### src/rtl/db_pkg.sv
package db_pkg;
  // Settling limit in cycles from clock rate (kHz) and settle time (ms)
  function automatic int unsigned settle_cycles(input int unsigned khz, input int unsigned ms);
    return khz * ms;
  endfunction

  // Bits needed to hold the values 0..lim
  function automatic int unsigned count_bits(input int unsigned lim);
    return (lim < 2) ? 1 : $clog2(lim + 1);
  endfunction
endpackage

### src/rtl/db_sync.sv
module db_sync #(
  parameter int unsigned STAGES = 2
) (
  input  logic clk_i,
  input  logic rst_i,
  input  logic d_i,
  output logic q_o
);
  logic [STAGES-1:0] chain_q;

  generate
    if (STAGES == 1) begin : g_one
      always_ff @(posedge clk_i) begin
        if (rst_i) chain_q <= '0;
        else       chain_q <= d_i;
      end
    end else begin : g_many
      always_ff @(posedge clk_i) begin
        if (rst_i) chain_q <= '0;
        else       chain_q <= {chain_q[STAGES-2:0], d_i};
      end
    end
  endgenerate

  assign q_o = chain_q[STAGES-1];
endmodule

### src/rtl/db_counter.sv
module db_counter #(
  parameter int unsigned LIMIT = 8,
  parameter int unsigned CW    = 4
) (
  input  logic          clk_i,
  input  logic          rst_i,
  input  logic          level_i,
  output logic [CW-1:0] cnt_o,
  output logic          hit_next_o
);
  localparam logic [CW-1:0] LIM_V = CW'(LIMIT);

  logic [CW-1:0] cnt_q, cnt_nxt;

  always_comb begin
    if (!level_i)            cnt_nxt = '0;
    else if (cnt_q == LIM_V) cnt_nxt = cnt_q;
    else                     cnt_nxt = cnt_q + 1'b1;
  end

  always_ff @(posedge clk_i) begin
    if (rst_i) cnt_q <= '0;
    else       cnt_q <= cnt_nxt;
  end

  assign cnt_o      = cnt_q;
  assign hit_next_o = (cnt_nxt == LIM_V);


  cnt_bound_chk: assert property (@(posedge clk_i) disable iff (rst_i)
    cnt_q <= LIM_V);


  low_clears_chk: assert property (@(posedge clk_i) disable iff (rst_i)
    !level_i |=> cnt_q == '0);


  count_up_chk: assert property (@(posedge clk_i) disable iff (rst_i)
    (level_i && cnt_q != LIM_V) |=> cnt_q == $past(cnt_q) + 1'b1);


  saturate_chk: assert property (@(posedge clk_i) disable iff (rst_i)
    (level_i && cnt_q == LIM_V) |=> cnt_q == LIM_V);
endmodule

### src/rtl/btn_debounce.sv
module btn_debounce #(
  parameter int unsigned CLK_KHZ   = 50000,
  parameter int unsigned SETTLE_MS = 5
) (
  input  logic clk_i,
  input  logic rst_i,
  input  logic raw_i,
  output logic pressed_o
);
  import db_pkg::*;

  localparam int unsigned LIMIT = settle_cycles(CLK_KHZ, SETTLE_MS);
  localparam int unsigned CW    = count_bits(LIMIT);
  localparam logic [CW-1:0] LIM_V = CW'(LIMIT);

  logic          sync_lvl;
  logic          hit_next;
  logic [CW-1:0] cnt_val;
  logic          pressed_q;

  db_sync #(.STAGES(2)) u_sync (
    .clk_i (clk_i),
    .rst_i (rst_i),
    .d_i   (raw_i),
    .q_o   (sync_lvl)
  );

  db_counter #(.LIMIT(LIMIT), .CW(CW)) u_cnt (
    .clk_i      (clk_i),
    .rst_i      (rst_i),
    .level_i    (sync_lvl),
    .cnt_o      (cnt_val),
    .hit_next_o (hit_next)
  );

  always_ff @(posedge clk_i) begin
    if (rst_i) pressed_q <= 1'b0;
    else       pressed_q <= hit_next;
  end

  assign pressed_o = pressed_q;


  sync_delay_chk: assert property (@(posedge clk_i) disable iff (rst_i)
    (!$past(rst_i) && !$past(rst_i, 2)) |-> sync_lvl == $past(raw_i, 2));


  pressed_at_limit_chk: assert property (@(posedge clk_i) disable iff (rst_i)
    pressed_q |-> cnt_val == LIM_V);


  low_drops_chk: assert property (@(posedge clk_i) disable iff (rst_i)
    !sync_lvl |=> !pressed_q);
endmodule

### config.mk
export PLATFORM = sky130hd
export DESIGN_NAME = btn_debounce
export DESIGN_NICKNAME = d
export VERILOG_FILES = /design/src/rtl/db_pkg.sv /design/src/rtl/db_sync.sv /design/src/rtl/db_counter.sv /design/src/rtl/btn_debounce.sv
export SDC_FILE = /design/constraint.sdc
export NUM_CORES = 1
export LEC_CHECK = 0
export ABC_AREA = 1
export CAP_MARGIN = 20
export CORE_MARGIN = 2
export CORE_UTILIZATION = 50
export CTS_CLUSTER_SIZE = 10
export DETAILED_ROUTE_END_ITERATION = 8
export GPL_TIMING_DRIVEN = 0
export PLACE_DENSITY = 0.79
export SYNTH_ARGS = -nofsm -noshare
export SYNTH_HDL_FRONTEND = slang
export SYNTH_SLANG_ARGS = --single-unit
### constraint.sdc
create_clock -name clk_i -period 1.65 [get_ports clk_i]
set_clock_uncertainty 0.2 [all_clocks]
set_input_delay 0.33 -clock clk_i [delete_from_list [all_inputs] [get_ports clk_i]]
set_output_delay 0.33 -clock clk_i [all_outputs]
set_load 0.01 [all_outputs]
# Yosys cells after proc, flatten, opt, wreduce, memory -nomap -nowiden
# Index checks and enable logic that the tools add are counted.
# totals
wordCells	8
input_bits	3
output_inout_bits	1
regBits	21
# op_classes
n_eq_ne	2
muxes	2
add_sub_neg	1
# ops
op	n
== test 18 bit, second input constant	2
2-to-1 mux 18 bit	2
adder 18 x 1 -> 18 bit, second input constant	1

# Logic depth before layout (Yosys ltp)
# Gate-level depths: netlist of the first run.
# logic_depth
depth_word	4
ltp_mapped	12
ltp_nobuf	12

# By module
# Synthesis of the first run repeated with hierarchy kept, for this count alone.
# unflattened
cells_unflattened	202
hier_area_um2	1270.0
# modules_own_cells
mod	cells_each	seq_area_each_um2	instances	area_each_um2
db_counter	193	360.3	1	1184.9
db_sync	6	40.0	1	55.1
btn_debounce	3	20.0	1	30.0

# Least setup slack after synthesis of the first run
# OpenSTA, ideal clock, no wires.
# synth_timing
path_type	reg-to-reg
start	register u_cnt.cnt_q[0] (netlist: u_cnt.cnt_o[0])
end	register pressed_q (netlist: pressed_o)
t_required_ns	1.386
setup_ns	0.064
path_slack_ns	-0.043
synth_period_minus_slack_ns	1.693
path_stages_with_launch	12
arrival_ns	1.429
path_buffers	0
cell_sequence	dfxtp_1 ha_1 nand2_1 nor2_2 nand2_1 inv_1 nand2_1 a21oi_1 o21ai_0 nor2_1 nand3_1 nor2_1
# synth_via
elab_chain_len	4
word_cells_on_any_way	5
classes_between	add/sub (1); eq/ne (2); mux (2)
# synth_rtl
item	line_no	source
from (decl)	db_counter.sv:13	logic [CW-1:0] cnt_q, cnt_nxt;
from (signal assigned)	db_counter.sv:23	else cnt_q <= cnt_nxt;
adder 18 x 1 -> 18 bit / == test 18 bit (equally long branches)	db_counter.sv:18, db_counter.sv:17	
2-to-1 mux 18 bit (*)	db_counter.sv:17	else if (cnt_q == LIM_V) cnt_nxt = cnt_q;
2-to-1 mux 18 bit (*)	db_counter.sv:16	if (!level_i) cnt_nxt = '0;
== test 18 bit (*)	db_counter.sv:27	assign hit_next_o = (cnt_nxt == LIM_V);
to (signal assigned)	btn_debounce.sv:38	else pressed_q <= hit_next;
to (decl)	btn_debounce.sv:19	logic pressed_q;
# Mark *: on every way between the ends. The rest lies on a longest branch, timed or not.
# A chain may end at the register's enable or synchronous reset.

# Final worst setup path of the first run
# Ends and elaborated chain as after synthesis.

==> results of run 1 <==
-- cell usage after synthesis --
library cell,number
o21bai_1,1
nand4_1,3
nand3_2,1
dfxtp_1,21
a21oi_1,6
buf_4,1
or2_2,1
nand2_1,36
nor2_2,3
and2_1,1
nor2_1,37
a21oi_2,1
inv_1,24
or2_0,1
ha_1,2
nor4_1,1
o21ai_0,4
xor2_1,3
nand3b_1,2
nand3_1,25
nor2_4,1
clkbuf_1,2
nor3_1,5
-- flip-flops by register name (all words and copies together), names as in the netlist --
| register | flops |
|---|---|
| u_cnt.cnt_o | 18 |
| pressed_o | 1 |
| u_sync.chain_q | 2 |
-- what timing repair did --
action | in CTS | in global routing
setup endpoints to repair | 4 | 6
hold endpoints to repair | 0 | 0
gates resized for setup | 36 | 21
hold buffers | 0 | 0
buffers inserted | 5 | 1
pin swaps | 20 | 15
-- area by class of cell --
cell class / instances / area, sq um
clock buffer: 4 / 26.28
buffer: 2 / 11.26
timing repair buffer: 9 / 77.57
multi-input combinational: 134 / 793.3
fill: 194 / 734.5
sequential: 21 / 441.7
inverter: 24 / 92.59
tap: 28 / 35.03
-- power breakdown --
part / internal, mW / switching (mW)
clock: 0.0946 / 0.161
sequential: 0.505 / 0.00167
combinational: 0.0141 / 0.0217
total: 0.614 / 0.184
-- path summary, 6_finish.rpt --
check	startpoint	to	cells after the start
setup reg to reg	u_cnt.cnt_o[0]	pressed_o	11
setup / recovery	u_cnt.cnt_o[0]	pressed_o	11
hold reg to reg	u_sync.chain_q[0]	u_sync.chain_q[1]	2
hold / removal	u_sync.chain_q[0]	u_sync.chain_q[1]	2
-- cell families (layout without fill, tap and decap cells) --
family,count (synthesis),after routing,synth area share
simple gates,117,117,0.4485
xor+xnor,3,3,0.02254
flops,21,21,0.3605
compound gates,12,12,0.05687
buf+inv,27,39,0.09014
fa+ha+maj,2,2,0.02146
-- routing by layer --
metal	routed length [microns]	vias to the layer above	share of wire	global-route usage
met4	61	0	0.022	0.1026
met1	1159	562	0.42	0.2972
li1	-	606	-	-
met2	1415	35	0.51	0.3896
met3	131	9	0.047	0.04571
met5	0	-	0	0
-- through the flow --
step / setup TNS [ps] / setup slack (ps) / hold WS, ps / total power, mW / util
floorplan: 0 / 1.912 / 188.3 / 0.5374 / -
global placement: -1526 / -274.7 / 197.4 / 0.5481 / 0.5583
detailed placement: -1643 / -297.6 / 230.5 / 0.5493 / 0.5583
CTS: -53.46 / -53.46 / 247.9 / 0.7884 / 0.6391
global route: -275.4 / -171.5 / 269.3 / 0.8187 / 0.6680
finish: -55.99 / -55.99 / 240.5 / 0.7982 / 0.6680
-- worst max-delay path: stages, from the launching register on --
cell	delay, ps
dfxtp_4	390
ha_4	150
nand2_4	50
nor2_4	140
nand2_2	90
inv_2	70
nand2_2	60
a21oi_2	130
o21ai_1	80
nor2_1	110
nand3_1	80
nor2_1	90
==> impl_metrics.toml, run 1 <==
[cells_and_area]
nets = 200
fin_cells = 222
areaGrowthSynthToFinish_pct = 26.72
antenna_cells = 0
mostFrequentLayoutCell = "nor2_1"
fin_area_sq_mm = 0.001478
drive_gt1_frac = 0.3041
final_cell_mix = "nor2_1, nand2_1, inv_1"

[floorplanning]
die_y_microns = 52.30
ios = 4
die_w_microns = 52.30
initial_core_util = 0.5271
num_rows = 17
core_area_sq_mm = 0.002212
die-area_sq_mm = 0.002735

[global_routing]
grt_pass1_wl_microns = 4747
grt_max_degree = 12
grtUsageTotal = 0.2362
overflow = 0
antenna_found_initial = 0
grt_pass1_vias = 1075

[place]
place_congestion = 0.8395
numPortBuffers = 3
dp_cells = 213
place_area_sq_mm = 0.001235
dp_hpwl_microns = 1987

[flow_run]
cap_violations = 0

[clock_network]
cts.sinks = 21
h-tree-depth = 1
path_clk_slew_ps = 120
cts_tree = "done"
cts_root_buf = "clkbuf_4"
cts_max_path_buffers = 2
cts_buffers = 3
clock_latency_ps = 310

[synthesis]
synth_top_area_frac = 0.3605
ys_ff_latch = 21
synth_top_area_cell = "dfxtp_1"
netlist_area_sq_mm = 0.001166
syn_inst = 182
ys_seq_area_frac = 0.3605
synthTopCellsByArea = "dfxtp_1, nor2_1, nand2_1"
syn_avg_cell_area_sq_um = 6.407
yosysWarnings = 0
syn_nets = 187
yosysUniqueCellTypes = 23

[detailed_routing]
totalWireLength_microns = 2768
drt_iter0_markers = 37
drc = 0
drtPass1Iterations = 4
via_per_inst = 5.459
vias = 1212
antenna_left = 0
post_drt_wl_per_cell_microns = 12.47

[sta]
slew_headroom = 0.6668
rsz0062_at_grt = "true"
drv_slew = 0
worstMarginPinSlew_ps = 499.8
period_minus_slack_ps = 1706
max_freq_mhz = 586.2
finalCritPeriodShare = 1.034
setup-violations-final = 1
fin_ws_ps = -55.99
hold_viol = 0

[critical_path]
reg2reg_slack_ps = -60
crit_path_end_kind = "flop"
critPathLaunchType = "flop"
critPathKind = "flop to flop"
cp.required_ps = 1710
cp_max_fo = 4
critical_path_arrival_ps = 1770

[power]
p_per_area_mw_per_mm2 = 540.2
p_leak_nw = 0.5312
vdd_drop_max_mv = 0.4782

[worst_hold_path]
min-delay-path-class = "flop to flop"

[outcome]
violations = "setup timing"
outcome = "finished, violations left"
Power figures use the tool's default switching activity.
==> run 2: changes to the inputs <==
Settings changed: GPL_ROUTABILITY_DRIVEN set to 0.
==> results of run 2 <==
The final DEF is identical to that of run 1; final timing and power are the same.
==> run 3: changes to the inputs <==
Settings changed: ABC_CLOCK_PERIOD_IN_PS set to 1650.
==> results of run 3 <==
The final DEF is identical to that of run 1; final timing and power are the same.
